**config.mk**
```make
export PLATFORM = sky130hd
export DESIGN_NAME = extint_ctrl
export DESIGN_NICKNAME = d
export VERILOG_FILES = /design/src/rtl/extint_pkg.sv /design/src/rtl/extint_rst_sync.sv /design/src/rtl/extint_sync.sv /design/src/rtl/extint_detect.sv /design/src/rtl/extint_regs.sv /design/src/rtl/extint_ctrl.sv
export SDC_FILE = /design/constraint.sdc
export NUM_CORES = 1
export LEC_CHECK = 0
export BUFFER_PORTS_ARGS = -buffer_cell sky130_fd_sc_hd__buf_4
export CAP_MARGIN = 20
export CORE_ASPECT_RATIO = 1.1
export CORE_MARGIN = 5
export CORE_UTILIZATION = 30
export CTS_CLUSTER_SIZE = 16
export DETAILED_ROUTE_END_ITERATION = 6
export PLACE_DENSITY = 0.46
export SYNTH_ARGS = -nofsm -noshare
export SYNTH_HDL_FRONTEND = slang
export SYNTH_SLANG_ARGS = --single-unit
```
**constraint.sdc**
```tcl
create_clock -name clk -period 32.3 [get_ports clk]
set_input_delay 4.845 -clock clk [delete_from_list [all_inputs] [get_ports clk]]
set_output_delay 4.845 -clock clk [all_outputs]
set_load 0.02 [all_outputs]
```
**src/rtl/extint_pkg.sv**
```systemverilog
`timescale 1ns/1ps
package extint_pkg;

  // Register byte offsets
  localparam int unsigned OFS_REQ   = 'h000;
  localparam int unsigned OFS_ENCLR = 'h004;
  localparam int unsigned OFS_ENSET = 'h008;
  localparam int unsigned OFS_DET   = 'h100;
  localparam int unsigned OFS_MON   = 'h104;
  localparam int unsigned OFS_CFG   = 'h180;

  localparam int unsigned SENSE_W   = 6;
  localparam int unsigned DATA_W    = 32;

  // Sense codes held in bits 5:0 of each configuration word
  typedef enum logic [SENSE_W-1:0] {
    SNS_OFF  = 6'h00,
    SNS_LOW  = 6'h01,
    SNS_HIGH = 6'h02,
    SNS_FALL = 6'h04,
    SNS_RISE = 6'h08,
    SNS_BOTH = 6'h0C
  } sense_e;

endpackage

```
**src/rtl/extint_rst_sync.sv**
```systemverilog
`timescale 1ns/1ps
module extint_rst_sync (
  input  logic clk,
  input  logic rst_n,
  output logic rst_n_o
);
  logic [1:0] stage_q;
  logic [1:0] stage_d;

  always_comb begin
    stage_d = {stage_q[0], 1'b1};
  end

  always_ff @(posedge clk or negedge rst_n) begin
    if (!rst_n) stage_q <= '0;
    else        stage_q <= stage_d;
  end

  assign rst_n_o = stage_q[1];
endmodule

```
**src/rtl/extint_sync.sv**
```systemverilog
`timescale 1ns/1ps
module extint_sync #(
  parameter int unsigned NUM_LINES = 32
) (
  input  logic                 clk,
  input  logic                 rst_n,
  input  logic [NUM_LINES-1:0] raw_i,
  output logic [NUM_LINES-1:0] lvl_o
);
  logic [NUM_LINES-1:0] meta_q;
  logic [NUM_LINES-1:0] lvl_q;

  for (genvar g = 0; g < NUM_LINES; g++) begin : g_line
    logic meta_d;
    logic lvl_d;
    always_comb begin
      meta_d = raw_i[g];
      lvl_d  = meta_q[g];
    end
    always_ff @(posedge clk or negedge rst_n) begin
      if (!rst_n) begin
        meta_q[g] <= 1'b0;
        lvl_q[g]  <= 1'b0;
      end else begin
        meta_q[g] <= meta_d;
        lvl_q[g]  <= lvl_d;
      end
    end
  end

  assign lvl_o = lvl_q;

  // Warm-up counter so the two-deep check never looks back into reset
  logic [1:0] warm_q;
  always_ff @(posedge clk or negedge rst_n) begin
    if (!rst_n)              warm_q <= '0;
    else if (warm_q != 2'd3) warm_q <= warm_q + 2'd1;
  end

  // the level seen by the detector is the raw input two edges earlier
  a_r5_two_stage: assert property (@(posedge clk) disable iff (!rst_n)
    (warm_q == 2'd3) |-> (lvl_o == $past(raw_i, 2)));
endmodule

```
**src/rtl/extint_detect.sv**
```systemverilog
`timescale 1ns/1ps
module extint_detect
  import extint_pkg::*;
#(
  parameter int unsigned NUM_LINES = 32
) (
  input  logic                             clk,
  input  logic                             rst_n,
  input  logic [NUM_LINES-1:0]             lvl_i,
  input  logic [NUM_LINES-1:0][SENSE_W-1:0] cfg_i,
  output logic [NUM_LINES-1:0]             event_o
);
  logic [NUM_LINES-1:0] prev_q;
  logic [NUM_LINES-1:0] prev_d;

  always_comb prev_d = lvl_i;

  always_ff @(posedge clk or negedge rst_n) begin
    if (!rst_n) prev_q <= '0;
    else        prev_q <= prev_d;
  end

  for (genvar g = 0; g < NUM_LINES; g++) begin : g_line
    logic rise, fall;
    always_comb begin
      rise = lvl_i[g] & ~prev_q[g];
      fall = ~lvl_i[g] & prev_q[g];
      case (sense_e'(cfg_i[g]))
        SNS_LOW:  event_o[g] = ~lvl_i[g];
        SNS_HIGH: event_o[g] = lvl_i[g];
        SNS_FALL: event_o[g] = fall;
        SNS_RISE: event_o[g] = rise;
        SNS_BOTH: event_o[g] = rise | fall;
        default:  event_o[g] = 1'b0;
      endcase
    end
  end

  // an edge event is only possible when the level actually moved
  a_r4_edge_moved: assert property (@(posedge clk) disable iff (!rst_n)
    ((event_o & ~{NUM_LINES{1'b0}}) != '0) |->
      ((event_o & ~(lvl_i ^ prev_q) & ~lvl_level_mask(cfg_i)) == '0));

  function automatic logic [NUM_LINES-1:0] lvl_level_mask(
      input logic [NUM_LINES-1:0][SENSE_W-1:0] c);
    logic [NUM_LINES-1:0] m;
    for (int i = 0; i < NUM_LINES; i++)
      m[i] = (c[i] == SNS_LOW) || (c[i] == SNS_HIGH);
    return m;
  endfunction
endmodule

```
**src/rtl/extint_regs.sv**
```systemverilog
`timescale 1ns/1ps
module extint_regs
  import extint_pkg::*;
#(
  parameter int unsigned NUM_LINES = 32,
  parameter int unsigned ADDR_W    = 9
) (
  input  logic                              clk,
  input  logic                              rst_n,
  input  logic                              wr_i,
  input  logic                              rd_i,
  input  logic [ADDR_W-1:0]                 addr_i,
  input  logic [DATA_W-1:0]                 wdata_i,
  input  logic [NUM_LINES-1:0]              event_i,
  input  logic [NUM_LINES-1:0]              lvl_i,
  output logic [NUM_LINES-1:0][SENSE_W-1:0] cfg_o,
  output logic [NUM_LINES-1:0]              irq_o,
  output logic [DATA_W-1:0]                 rdata_o
);
  localparam logic [ADDR_W-1:0] A_REQ   = ADDR_W'(OFS_REQ);
  localparam logic [ADDR_W-1:0] A_ENCLR = ADDR_W'(OFS_ENCLR);
  localparam logic [ADDR_W-1:0] A_ENSET = ADDR_W'(OFS_ENSET);
  localparam logic [ADDR_W-1:0] A_DET   = ADDR_W'(OFS_DET);
  localparam logic [ADDR_W-1:0] A_MON   = ADDR_W'(OFS_MON);

  logic [NUM_LINES-1:0]              en_q, en_d;
  logic [NUM_LINES-1:0]              det_q, det_d;
  logic [NUM_LINES-1:0][SENSE_W-1:0] cfg_q, cfg_d;
  logic [DATA_W-1:0]                 rdata_q, rdata_d;
  logic [NUM_LINES-1:0]              cfg_sel;
  logic                              hit;
  logic [NUM_LINES-1:0]              wmask;

  // Address decode
  for (genvar g = 0; g < NUM_LINES; g++) begin : g_sel
    assign cfg_sel[g] = (addr_i == ADDR_W'(OFS_CFG + 4 * g));
  end

  always_comb begin
    wmask = wdata_i[NUM_LINES-1:0];
    hit = (addr_i == A_REQ) || (addr_i == A_ENCLR) || (addr_i == A_ENSET) ||
          (addr_i == A_DET) || (addr_i == A_MON)   || (|cfg_sel);
  end

  // Next state
  always_comb begin
    en_d = en_q;
    if (wr_i && addr_i == A_ENSET) en_d = en_q | wmask;
    if (wr_i && addr_i == A_ENCLR) en_d = en_q & ~wmask;
  end

  always_comb begin
    det_d = det_q;
    if (wr_i && addr_i == A_DET) det_d = det_q & ~wmask;
    det_d = det_d | event_i;
  end

  always_comb begin
    cfg_d = cfg_q;
    for (int i = 0; i < NUM_LINES; i++)
      if (wr_i && cfg_sel[i]) cfg_d[i] = wdata_i[SENSE_W-1:0];
  end

  always_comb begin
    rdata_d = '0;
    if (addr_i == A_REQ)   rdata_d[NUM_LINES-1:0] = det_q & en_q;
    if (addr_i == A_ENCLR) rdata_d[NUM_LINES-1:0] = en_q;
    if (addr_i == A_ENSET) rdata_d[NUM_LINES-1:0] = en_q;
    if (addr_i == A_DET)   rdata_d[NUM_LINES-1:0] = det_q;
    if (addr_i == A_MON)   rdata_d[NUM_LINES-1:0] = lvl_i;
    for (int i = 0; i < NUM_LINES; i++)
      if (cfg_sel[i]) rdata_d[SENSE_W-1:0] = cfg_q[i];
  end

  // Registers
  always_ff @(posedge clk or negedge rst_n) begin
    if (!rst_n) begin
      en_q  <= '0;
      det_q <= '0;
      cfg_q <= '0;
    end else begin
      if (wr_i) en_q  <= en_d;
      det_q <= det_d;
      if (wr_i) cfg_q <= cfg_d;
    end
  end

  always_ff @(posedge clk or negedge rst_n) begin
    if (!rst_n)    rdata_q <= '0;
    else if (rd_i) rdata_q <= rdata_d;
  end

  assign cfg_o   = cfg_q;
  assign irq_o   = det_q & en_q;
  assign rdata_o = rdata_q;

  // ones written to the set register land in the mask
  a_r2_set: assert property (@(posedge clk) disable iff (!rst_n)
    (wr_i && addr_i == A_ENSET) |=> ((en_q & $past(wmask)) == $past(wmask)));
  // ones written to the clear register leave the mask
  a_r2_clr: assert property (@(posedge clk) disable iff (!rst_n)
    (wr_i && addr_i == A_ENCLR) |=> ((en_q & $past(wmask)) == '0));
  // a detection always survives into the latched status
  a_r6_event_wins: assert property (@(posedge clk) disable iff (!rst_n)
    (event_i != '0) |=> ((det_q & $past(event_i)) == $past(event_i)));
  // cleared bits without a concurrent event are gone
  a_r6_clear: assert property (@(posedge clk) disable iff (!rst_n)
    (wr_i && addr_i == A_DET) |=> ((det_q & $past(wmask & ~event_i)) == '0));
  // monitor read returns the synchronized level
  a_r7_monitor: assert property (@(posedge clk) disable iff (!rst_n)
    (rd_i && addr_i == A_MON) |=> (rdata_o[NUM_LINES-1:0] == $past(lvl_i)));
  // unmapped writes touch nothing
  a_r10_unmapped: assert property (@(posedge clk) disable iff (!rst_n)
    (wr_i && !hit) |=> ($stable(en_q) && $stable(cfg_q)));
  // read data holds between reads
  a_r11_hold: assert property (@(posedge clk) disable iff (!rst_n)
    !rd_i |=> $stable(rdata_o));
endmodule

```
**src/rtl/extint_ctrl.sv**
```systemverilog
`timescale 1ns/1ps
module extint_ctrl
  import extint_pkg::*;
#(
  parameter int unsigned NUM_LINES = 32,
  parameter int unsigned ADDR_W    = 9
) (
  input  logic                 clk,
  input  logic                 rst_n,
  input  logic [NUM_LINES-1:0] ext_irq_i,
  input  logic                 bus_wr_i,
  input  logic                 bus_rd_i,
  input  logic [ADDR_W-1:0]    bus_addr_i,
  input  logic [31:0]          bus_wdata_i,
  output logic [31:0]          bus_rdata_o,
  output logic [NUM_LINES-1:0] irq_o
);
  logic                              rst_int_n;
  logic [NUM_LINES-1:0]              lvl;
  logic [NUM_LINES-1:0]              evt;
  logic [NUM_LINES-1:0][SENSE_W-1:0] cfg;

  initial begin
    a_param_lines: assert (NUM_LINES >= 1 && NUM_LINES <= 32);
    a_param_addr:  assert (ADDR_W >= 9);
  end

  extint_rst_sync u_rst (
    .clk     (clk),
    .rst_n   (rst_n),
    .rst_n_o (rst_int_n)
  );

  extint_sync #(.NUM_LINES(NUM_LINES)) u_sync (
    .clk   (clk),
    .rst_n (rst_int_n),
    .raw_i (ext_irq_i),
    .lvl_o (lvl)
  );

  extint_detect #(.NUM_LINES(NUM_LINES)) u_det (
    .clk     (clk),
    .rst_n   (rst_int_n),
    .lvl_i   (lvl),
    .cfg_i   (cfg),
    .event_o (evt)
  );

  extint_regs #(.NUM_LINES(NUM_LINES), .ADDR_W(ADDR_W)) u_regs (
    .clk     (clk),
    .rst_n   (rst_int_n),
    .wr_i    (bus_wr_i),
    .rd_i    (bus_rd_i),
    .addr_i  (bus_addr_i),
    .wdata_i (bus_wdata_i),
    .event_i (evt),
    .lvl_i   (lvl),
    .cfg_o   (cfg),
    .irq_o   (irq_o),
    .rdata_o (bus_rdata_o)
  );

  // a request is never raised for a line that was just disabled
  a_r8_disable: assert property (@(posedge clk) disable iff (!rst_int_n)
    (bus_wr_i && bus_addr_i == ADDR_W'(OFS_ENCLR)) |=>
      ((irq_o & $past(bus_wdata_i[NUM_LINES-1:0])) == '0));
endmodule

```
-- After elaboration in Yosys (flattened, before gate mapping)
Index checks and enable logic that the tools add are counted.
Widths: inputs -> output; s select.
- bits in registers: 386
- logic and storage cells: 605
- bits of input ports: 77
- muxes and demuxes: 72
- reduce and logical (&&, ||, !) cells: 70
- eq/ne operators: 196
- bitwise gates (word level): 166
- operator list (operator ; count):
    $eq 6x4->1 const B ; 64
    $eq 9x9->1 const B ; 34
    $mux 32 ; 8
    $eq 6x1->1 const B ; 32
    $eq 6x2->1 const B ; 32
    $eq 6x3->1 const B ; 32
    $mux 6 ; 32
    $pmux 1 s5 ; 32
    $and 32x32->32 ; 3
    $reduce_and 2->1 ; 33
    $and 1x1->1 ; 64
    $not 1->1 ; 64
    $or 32x32->32 ; 2
    $logic_and 1x1->1 ; 35
    $not 32->32 ; 1
    $or 1x1->1 ; 32
    $eq 9x3->1 const B ; 1
    $eq 9x4->1 const B ; 1
    $logic_not 9->1 ; 1
    $reduce_bool 2->1 ; 1

-- Depth between registers and ports, before layout
Gate-level depths: netlist of run 1.
- depth in word-level cells: 38
- gate-level depth with buffers: 11
- depth with buffers taken out: 9

-- By module
From an unflattened synthesis of run 1, not the netlist that was laid out.
- cell total of the unflattened synthesis: 1834
- area total of the unflattened synthesis: 19620.1 um^2
- modules (own cells, without submodules) (module ; instances ; area an instance (um^2) ; cells each ; sequential area each (um^2)):
    extint_regs ; 1 ; 14127.3 ; 1280 ; 7206.9
    extint_detect ; 1 ; 3837.4 ; 487 ; 800.8
    extint_sync ; 1 ; 1601.5 ; 64 ; 1601.5
    extint_rst_sync ; 1 ; 53.8 ; 3 ; 50.0

-- Worst setup path after synthesis of run 1
Ideal clock, no wire load.
- path kind: input to register
- start: input port bus_addr_i[5]
- end: register u_regs.rdata_q[3] (netlist: u_regs.rdata_o[3])
- cell stages on the path: 9
- arrival time: 6747 ps
- path slack: 25449 ps
- path buffers: 2
- path through: buf_2 or4_1 buf_4 a2111oi_4 a221o_1 a211oi_1 o211ai_2 a21oi_1 o41ai_2
- word-level cells in the longest chain between the ends: 38
- RTL lines (what ; line ; source):
    start, declared ; extint_ctrl.sv:13 ; input logic [ADDR_W-1:0] bus_addr_i,
    $logic_not 9->1 ; - ;
    $mux 32 ; extint_regs.sv:66 ; if (addr_i == A_REQ) rdata_d[NUM_LINES-1:0] = det_q & en_q;
    $mux 32 ; extint_regs.sv:67 ; if (addr_i == A_ENCLR) rdata_d[NUM_LINES-1:0] = en_q;
    $mux 32 ; extint_regs.sv:68 ; if (addr_i == A_ENSET) rdata_d[NUM_LINES-1:0] = en_q;
    $mux 32 ; extint_regs.sv:69 ; if (addr_i == A_DET) rdata_d[NUM_LINES-1:0] = det_q;
    $mux 32 ; extint_regs.sv:70 ; if (addr_i == A_MON) rdata_d[NUM_LINES-1:0] = lvl_i;
    $mux 6 (31 in series) ; extint_regs.sv:72 ; if (cfg_sel[i]) rdata_d[SENSE_W-1:0] = cfg_q[i];
    $mux 6 (*) ; extint_regs.sv:72 ;
    end signal, assigned ; extint_regs.sv:90 ; else if (rd_i) rdata_q <= rdata_d;
    end, declared ; extint_regs.sv:29 ; logic [DATA_W-1:0] rdata_q, rdata_d;
Mark *: on every way between the ends. The rest lies on a longest branch, timed or not.
A chain may end at the register's enable or synchronous reset.

==> impl_metrics.env, run 1 <==
export IMPL_p_int_uw=855
export IMPL_power_frac_seq=0.456
export IMPL_register_area_um2=9660
export IMPL_slew_headroom=0.290
export IMPL_clkPwrFrac=0.465
export IMPL_rr_startpoint="u_rst.stage_q[1]$_DFF_PN0_"
export IMPL_wire_per_inst_um=23.3
export IMPL_dieArea_um2=69800
export IMPL_post_route_min_period_ns=8.02
export IMPL_cp_start_kind="primary input"
export IMPL_tightest_slew_ns=1.06
export IMPL_cp_common_cell="buf_4"
export IMPL_crit_arrival_ns=8.53
export IMPL_hpwl_mm=45.4
export IMPL_finalNonFillerCells=2864
export IMPL_drive_gt1_frac=0.211
export IMPL_power_density_nw_per_um2=50.4
export IMPL_rsz0062_at_grt="false"
export IMPL_clock_latency_ns=0.61
export IMPL_hold_violations=0
export IMPL_core_rowCount=97
export IMPL_path_max_fanout=38
export IMPL_fp_dieW_um=252
export IMPL_ant_nets=0
export IMPL_drc=0
export IMPL_path_cells="buf_4 > or4_1 > a2111oi_4 > buf_4 > and2_2 > buf_4 > a21oi_1 > a31oi_1"
export IMPL_numCtsBuffers=48
export IMPL_finClkSkew_ns=0.0291
export IMPL_synth_area_um2=19400
export IMPL_fmax_mhz=125
export IMPL_synth_fp_nets=2013
export IMPL_grt_pass1_wl_mm=102
export IMPL_yosys_warnings=0
export IMPL_endpoint_kind="flip-flop"
export IMPL_cts_resized=0
export IMPL_cts_num_sinks=386
export IMPL_cap_violations=0
export IMPL_cts_setup_buffers=0
export IMPL_grt_pass1_vias=15800
export IMPL_cts_tree="yes"
export IMPL_critical_path_class="in -> reg"
export IMPL_ys_flop_type="dfrtp_1"
export IMPL_final_setup_tns_ns=0
export IMPL_min_from="u_sync.g_line[4].lvl_d$_DFF_PN0_"
export IMPL_fill_cells=6515
export IMPL_vias=15500
export IMPL_seq_area_frac_synth=0.498
export IMPL_multi_input_area_um2=9020
export IMPL_clk_path_buf_depth=3
export IMPL_cpPeakStageDelay_ns=0.83
export IMPL_hold_path_class="reg -> reg"
export IMPL_dr_first_iter_drc_count=1158
export IMPL_fin_nets=2127
export IMPL_avgSynthCellArea_um2=10.4
export IMPL_antenna_found_initial=0
export IMPL_viasPerCell=5.43
export IMPL_grt_overflow=0
export IMPL_ctsHoldBuffers=0
export IMPL_crit_start="bus_addr_i[7]"
export IMPL_globalplace_congestion=0.922
export IMPL_coreArea_um2=63800
export IMPL_status="completed"
export IMPL_io_pins=141
export IMPL_totalWireLength_mm=66.8
export IMPL_vdd_drop_max_mv=0.0342
export IMPL_switching_power_uw=296
export IMPL_ys_types=77
export IMPL_htree_levels=2
export IMPL_switching_share=0.257
export IMPL_power_mw=1.15
export IMPL_cts_root_buf="clkbuf_16"
export IMPL_setup_viol=0
export IMPL_post_place_ws_ns=23.34
export IMPL_fin_crit_sh=0.248
export IMPL_area_growth_pct=18.0
export IMPL_start_util=0.304
export IMPL_async_flop_share=1.00
export IMPL_drv_slew=0
export IMPL_antenna_cells=0
export IMPL_synth_edff_count=0
export IMPL_p_comb_frac=0.079
export IMPL_power_leakage_nw=10.4
export IMPL_grt_start_max_net_pins=149
export IMPL_drt_pre_antenna_iters=6
export IMPL_synthCells=1872
export IMPL_groute_usage_overall=0.187
export IMPL_cp_required_ns=32.81
export IMPL_setup_ws_ns=24.28
export IMPL_dp_cells=2776
export IMPL_synth_seq_cells=386
export IMPL_io_buffers=140
export IMPL_slowest_stage="or4_1"
export IMPL_path_clk_slew_ns=0.06
export IMPL_die_h_um=277
## metrics by stage
| stage | utilization | hold slack, ns | instance area (um2) |
|---|---|---|---|
| after floorplan | - | 0.331 | 19400 |
| after global placement | 0.333 | 0.332 | 21300 |
| after detailed placement | 0.333 | 0.335 | 21300 |
| after CTS | 0.358 | 0.344 | 22900 |
| after global routing | 0.358 | 0.350 | 22900 |
| final | 0.358 | 0.342 | 22900 |
## sequential cells by signal (all words and copies together) (netlist names), named ones only
signal	cells
u_sync.lvl_o	32
u_sync.g_line.lvl_d	32
u_det.prev_q	32
u_regs.cfg_o	192
u_rst.stage_q	2
u_regs.det_q	32
u_regs.rdata_o	32
## per-layer routing
metal | GRT usage | part of all wire | wire (um)
met5 | 0 | 0 | 0
met4 | 0.0594 | 0.035 | 2310
met3 | 0.0346 | 0.056 | 3730
met2 | 0.301 | 0.46 | 30800
met1 | 0.257 | 0.45 | 29900
## final cells by class
class                           instances  share of cell area
Clock inverter                         11             0.00640
Multi-Input combinational cell       1307               0.395
Sequential cell                       386               0.423
Inverter                               77              0.0126
Tap cell                              841              0.0460
Timing Repair Buffer                  166              0.0555
Clock buffer                           76              0.0620
## final timing paths
| kind | end | slack [ns] | cells after the start |
|---|---|---|---|
| setup / recovery | flip-flop | 24.28 | 8 |
| hold / removal | u_sync.lvl_o[4]$_DFF_PN0_ | 0.34 | 0 |
| setup reg to reg | async pin | 28.93 | 3 |
| hold reg to reg | u_sync.lvl_o[4]$_DFF_PN0_ | 0.34 | 0 |
| max in group asynchronous | u_rst.stage_q[1]$_DFF_PN0_ | 28.19 | 1 |
| min in group asynchronous | u_sync.g_line[27].lvl_d$_DFF_PN0_ | 0.40 | 0 |
## synthesized netlist by cell type, types with 4 or more instances
| library cell | number | area share |
|---|---|---|
| o41ai_1 | 6 | 0.0027 |
| a21oi_1 | 182 | 0.047 |
| inv_1 | 77 | 0.015 |
| nor4_1 | 8 | 0.0026 |
| nand3_1 | 38 | 0.0098 |
| nand2b_1 | 14 | 0.0045 |
| o21ai_1 | 16 | 0.0041 |
| a22oi_1 | 9 | 0.0035 |
| mux2_2 | 171 | 0.099 |
| a211oi_1 | 10 | 0.0039 |
| a21o_1 | 27 | 0.010 |
| a32o_1 | 4 | 0.0021 |
| o2bb2ai_1 | 14 | 0.0063 |
| o32ai_1 | 16 | 0.0072 |
| buf_1 | 6 | 0.0012 |
| o311ai_0 | 24 | 0.011 |
| o31ai_1 | 8 | 0.0031 |
| buf_2 | 19 | 0.0049 |
| a31oi_1 | 37 | 0.012 |
| nor2_1 | 191 | 0.037 |
| o211ai_1 | 7 | 0.0027 |
| o22ai_1 | 24 | 0.0077 |
| nor2b_1 | 30 | 0.0097 |
| mux2_1 | 23 | 0.013 |
| dfrtp_1 | 386 | 0.50 |
| nand2_1 | 116 | 0.022 |
| a221oi_1 | 30 | 0.014 |
| o21ai_0 | 73 | 0.019 |
| and2_1 | 35 | 0.011 |
| ha_1 | 64 | 0.041 |
| mux2i_1 | 21 | 0.011 |
| clkbuf_1 | 71 | 0.014 |
| nor3_1 | 25 | 0.0065 |
| o2111ai_1 | 4 | 0.0018 |
| a32oi_1 | 5 | 0.0023 |
| a22o_1 | 8 | 0.0036 |
## critical path, delay by kind of cell
family / cells / cell delay [ns]
compound gates: 3 / 0.93
buf+inv: 3 / 1.22
simple gates: 2 / 1.46
## cells in the final DEF, fill, tap and decap left out, types with 25 or more instances in the layout
| cell type | synthesis | routed |
|---|---|---|
| dfrtp_1 | 386 | 385 |
| nor2_1 | 191 | 187 |
| a21oi_1 | 182 | 182 |
| mux2_2 | 171 | 171 |
| buf_4 | 3 | 163 |
| nand2_1 | 116 | 116 |
| inv_1 | 77 | 77 |
| o21ai_0 | 73 | 73 |
| ha_1 | 64 | 64 |
| clkbuf_16 | 0 | 48 |
| nand3_1 | 38 | 38 |
| a31oi_1 | 37 | 37 |
| and2_1 | 35 | 34 |
| a221oi_1 | 30 | 30 |
| nor2b_1 | 30 | 29 |
| a21o_1 | 27 | 27 |
| nor3_1 | 25 | 25 |
## cell families (layout without fill, tap and decap cells)
| family | after synthesis | count (layout) | synth area share |
|---|---|---|---|
| buffers and inverters | 179 | 330 | 0.0376 |
| AO/OA/AOI/OAI | 534 | 534 | 0.180 |
| multiplexers | 215 | 215 | 0.124 |
| adder cells (fa/ha/maj) | 64 | 64 | 0.0413 |
| AND/OR/NAND/NOR | 493 | 493 | 0.119 |
| flip-flops | 386 | 386 | 0.498 |
| other | 1 | 1 | 0.000193 |
## power groups by stage
stage / combinational [mW] / clock [mW] / sequential [mW]
final: 0.0908 / 0.535 / 0.525
after CTS: 0.0922 / 0.553 / 0.525
after global routing: 0.101 / 0.570 / 0.528
after global placement: 0.0899 / 0 / 0.533
after detailed placement: 0.0919 / 0 / 0.534
after floorplan: 0.0459 / 0 / 0.535
Note: power is estimated with default switching activity, not from simulation.
==> run 2, diff against run 1 <==
- clock period: 32.3 -> 7.7 ns (I/O delays scaled with it)
==> impl_metrics.env, run 2 (synthesis gave the netlist of run 1 again) <==
export IMPL_finClkSkew_ns=0.0287
export IMPL_post_route_min_period_ns=3.73
export IMPL_die_h_um=277
export IMPL_power_mw=4.83
export IMPL_cts_setup_buffers=0
export IMPL_vdd_drop_max_mv=0.144
export IMPL_totalWireLength_mm=67.3
export IMPL_io_buffers=140
export IMPL_fp_dieW_um=252
export IMPL_hold_path_class="in -> async"
export IMPL_area_growth_pct=17.8
export IMPL_coreArea_um2=63800
export IMPL_critical_path_class="in -> reg"
export IMPL_cap_violations=0
export IMPL_hpwl_mm=45.9
export IMPL_path_clk_slew_ns=0.06
export IMPL_post_place_ws_ns=3.43
export IMPL_power_density_nw_per_um2=212
export IMPL_drt_pre_antenna_iters=5
export IMPL_fmax_mhz=268
export IMPL_fin_crit_sh=0.484
export IMPL_ctsHoldBuffers=0
export IMPL_vias=15500
export IMPL_mostFrequentLayoutCells="dfrtp_1, nor2_1, a21oi_1"
export IMPL_ant_nets=0
export IMPL_htree_levels=2
export IMPL_wire_per_inst_um=23.5
export IMPL_path_max_fanout=30
export IMPL_power_leakage_nw=10.4
export IMPL_cts_tree="yes"
export IMPL_endpoint_kind="flip-flop"
export IMPL_cts_num_sinks=386
export IMPL_largest_reg_flops=192
export IMPL_post_route_cell_area_um2=22800
export IMPL_antenna_cells=0
export IMPL_crit_arrival_ns=4.23
export IMPL_fill_cells=6476
export IMPL_antenna_found_initial=1
export IMPL_finalNonFillerCells=2857
export IMPL_setup_ws_ns=3.97
export IMPL_status="completed"
export IMPL_start_util=0.304
export IMPL_numCtsBuffers=47
export IMPL_drive_gt1_frac=0.210
export IMPL_rsz0062_at_grt="false"
export IMPL_cts_resized=0
export IMPL_drc=0
export IMPL_grt_start_max_net_pins=166
export IMPL_dp_cells=2773
export IMPL_setup_viol=0
export IMPL_fin_nets=2123
export IMPL_cp_required_ns=8.20
export IMPL_clock_latency_ns=0.60
export IMPL_core_rowCount=97
export IMPL_hold_violations=0
export IMPL_final_setup_tns_ns=0
export IMPL_groute_usage_overall=0.188
export IMPL_io_pins=141
export IMPL_viasPerCell=5.44
export IMPL_grt_pass1_wl_mm=102
export IMPL_dr_first_iter_drc_count=1278
export IMPL_grt_overflow=0
export IMPL_crit_start="bus_addr_i[7]"
export IMPL_layout_commonest_cell="dfrtp_1"
export IMPL_dieArea_um2=69800
export IMPL_slew_headroom=0.304
export IMPL_cts_root_buf="clkbuf_16"
export IMPL_drv_slew=0
export IMPL_tightest_slew_ns=1.04
export IMPL_cp_start_kind="primary input"
export IMPL_placed_area_um2=21300
export IMPL_grt_pass1_vias=15800
export IMPL_clk_path_buf_depth=3
export IMPL_globalplace_congestion=0.913
[run 2: cell types whose count changed in the layout (fill, tap and decap cells not counted), sizes merged]
cell,delta
clkinv,+6
bufinv,+2
buf,-3
clkinvlp,-2
clkbuf,-9
inv,-1
[run 2: layer usage]
| layer | vias up | part of all wire | GRT usage |
|---|---|---|---|
| li1 | 7049 | - | - |
| met1 | 7867 | 0.45 | 0.258 |
| met2 | 495 | 0.46 | 0.301 |
| met3 | 131 | 0.053 | 0.0316 |
| met4 | 0 | 0.037 | 0.0642 |
| met5 | - | 0 | 0 |
[run 2: metrics by stage]
step	hold slack (ns)	util
final	0.320	0.358
after global routing	0.300	0.358
after CTS	0.297	0.357
after detailed placement	0.335	0.333
after global placement	0.333	0.333
after floorplan	0.331	-
[run 2: layout make-up]
class	count	area, um2	share of cell area
Timing Repair Buffer	163	1260	0.0552
Sequential cell	386	9660	0.423
Clock buffer	67	1330	0.0584
Clock inverter	16	205	0.00899
Tap cell	841	1050	0.0461
Multi-Input combinational cell	1307	9030	0.395
Inverter	77	289	0.0127
[run 2: critical path: stages]
cell	delay, ns
buf_4	0.16
or4_1	0.84
a2111oi_4	0.39
buf_4	0.54
a22o_1	0.24
nor4b_1	0.05
a21oi_1	0.32
a211oi_1	0.15
o41ai_2	0.36
[run 2: report_power, final]
group / switching (mW) / total, mW / internal (mW)
clock network: 0.906 / 2.24 / 1.34
registers: 0.102 / 2.21 / 2.11
logic: 0.230 / 0.377 / 0.147
total: 1.24 / 4.83 / 3.59
[run 2: worst paths after layout]
check                      cells after the start                            end  slack, ns
max in group asynchronous                      1   u_regs.cfg_o[71]$_DFFE_PN0P_       5.67
min                                            1     u_rst.stage_q[0]$_DFF_PN0_       0.32
max                                            9  u_regs.rdata_o[5]$_DFFE_PN0P_       3.97
min in group clk                               0     u_sync.lvl_o[31]$_DFF_PN0_       0.32
min reg2reg                                    0     u_sync.lvl_o[31]$_DFF_PN0_       0.32
max reg2reg                                    7  u_regs.rdata_o[5]$_DFFE_PN0P_       5.49
==> run 3, diff against run 2 <==
- PLACE_DENSITY: 0.46 -> 0.48
- clock period: 7.7 -> 3.1 ns (I/O delays scaled with it)
==> impl_metrics.env, run 3 (synthesis gave the netlist of run 1 again) <==
export IMPL_p_comb_frac=0.085
export IMPL_fp_dieW_um=252
export IMPL_cts_setup_buffers=0
export IMPL_power_leakage_nw=11.0
export IMPL_switching_share=0.249
export IMPL_finalNonFillerCells=2956
export IMPL_r2r_end="u_regs.rdata_o[1]$_DFFE_PN0P_"
export IMPL_antenna_cells=0
export IMPL_cp_start_kind="flip-flop"
export IMPL_path_clk_slew_ns=0.06
export IMPL_totalWireLength_mm=67.4
export IMPL_crit_start="u_regs.cfg_o[25]$_DFFE_PN0P_"
export IMPL_cp_required_ns=3.55
export IMPL_rsz0062_at_grt="false"
export IMPL_core_rowCount=97
export IMPL_post_place_ws_ns=0.148
export IMPL_clkPwrFrac=0.467
export IMPL_critical_path_class="reg -> reg"
export IMPL_drive_gt1_frac=0.234
export IMPL_min_path_cells=2
export IMPL_clk_path_buf_depth=3
export IMPL_die_h_um=277
export IMPL_htree_levels=2
export IMPL_cts_resized=0
export IMPL_viasPerCell=5.34
export IMPL_power_mw=12.2
export IMPL_coreArea_um2=63800
export IMPL_crit_arrival_ns=2.84
export IMPL_cap_violations=0
export IMPL_setup_ws_ns=0.707
export IMPL_final_setup_tns_ns=0
export IMPL_groute_usage_overall=0.189
export IMPL_fin_crit_sh=0.772
export IMPL_hpwl_mm=47.6
export IMPL_min_from="bus_wdata_i[17]"
export IMPL_drc=0
export IMPL_endpoint_kind="flip-flop"
export IMPL_finClkSkew_ns=0.0214
export IMPL_rr_startpoint="u_regs.cfg_o[25]$_DFFE_PN0P_"
export IMPL_hold_violations=0
export IMPL_grt_pass1_vias=16200
export IMPL_hold_path_class="in -> reg"
export IMPL_layout_commonest_cell="dfrtp_1"
export IMPL_start_util=0.304
export IMPL_mostFrequentLayoutCells="dfrtp_1, buf_4, nor2_1"
export IMPL_dp_cells=2842
export IMPL_drt_pre_antenna_iters=7
export IMPL_switching_power_mw=3.04
export IMPL_tightest_slew_ns=0.608
export IMPL_clock_latency_ns=0.58
export IMPL_vdd_drop_max_mv=0.372
export IMPL_fin_nets=2224
export IMPL_power_frac_seq=0.448
export IMPL_grt_overflow=0
export IMPL_p_int_mw=9.17
export IMPL_power_density_nw_per_um2=513
export IMPL_dieArea_um2=69800
export IMPL_slew_headroom=0.595
export IMPL_area_growth_pct=22.9
export IMPL_ctsHoldBuffers=33
export IMPL_wire_per_inst_um=22.8
export IMPL_largest_reg_flops=192
export IMPL_numCtsBuffers=47
export IMPL_io_pins=141
export IMPL_path_max_fanout=5
export IMPL_cts_root_buf="clkbuf_16"
export IMPL_post_route_min_period_ns=2.39
export IMPL_fmax_mhz=418
export IMPL_drv_slew=0
export IMPL_io_buffers=140
export IMPL_antenna_found_initial=0
export IMPL_reg2reg_slack_ns=0.71
export IMPL_grt_start_max_net_pins=83
export IMPL_globalplace_congestion=0.939
export IMPL_cts_num_sinks=386
export IMPL_grt_pass1_wl_mm=103
export IMPL_cts_tree="yes"
export IMPL_setup_viol=0
export IMPL_vias=15800
export IMPL_final_util=0.373
export IMPL_r2r_cells=8
export IMPL_dr_first_iter_drc_count=1270
export IMPL_status="completed"
export IMPL_ant_nets=0
[run 3: per-layer routing]
metal,track usage,vias up,share of wire
met1,0.259,8006,0.45
met5,0,-,0
met4,0.0678,0,0.038
li1,-,7238,-
met2,0.302,400,0.46
met3,0.0332,131,0.047
[run 3: worst max-delay path, stage by stage, from the launching register on]
cell       delay, ns
dfrtp_1         0.43
nor3_1          0.38
o21ai_0         0.15
a2111oi_0       0.42
buf_4           0.18
a211o_1         0.15
a21oi_1         0.07
a211oi_1        0.37
o31ai_2         0.12
[run 3: per-stage QoR]
| stage | hold WS, ns | instance area [um2] |
|---|---|---|
| final | 0.0830 | 23800 |
| after CTS | 0.0467 | 23800 |
| after global placement | 0.249 | 21900 |
| after global routing | 0.0661 | 23800 |
| after floorplan | 0.169 | 19400 |
| after detailed placement | 0.249 | 21900 |
[run 3: area by class of cell]
type,instances,area (um2)
fillers,6429,40000
flip-flops and latches,386,9660
well taps,841,1050
clock buffers,61,1330
clock inverters,20,265
repair buffers,264,2200
inverters,77,289
multi-input cells,1307,9010
[run 3: power by group through the flow]
| stage | sequential (mW) | combinational, mW | clock (mW) |
|---|---|---|---|
| final | 5.47 | 1.03 | 5.70 |
| after global routing | 5.50 | 1.15 | 6.09 |
| after CTS | 5.47 | 1.05 | 5.88 |
| after detailed placement | 5.55 | 1.01 | 0 |
| after global placement | 5.55 | 0.995 | 0 |
| after floorplan | 5.57 | 0.478 | 0 |
[run 3: how the worst max path moves through the flow]
| stage | end | cells after the start |
|---|---|---|
| 6_report | u_regs.rdata_o[1]$_DFFE_PN0P_ | 8 |
| 5_1_grt | u_regs.rdata_o[1]$_DFFE_PN0P_ | 8 |
| 4_1_cts | u_regs.rdata_o[1]$_DFFE_PN0P_ | 8 |
| 3_5_place_dp | u_regs.rdata_o[2]$_DFFE_PN0P_ | 10 |
| 3_3_place_gp | u_regs.rdata_o[3]$_DFFE_PN0P_ | 8 |
| 2_1_floorplan | async pin | 0 |
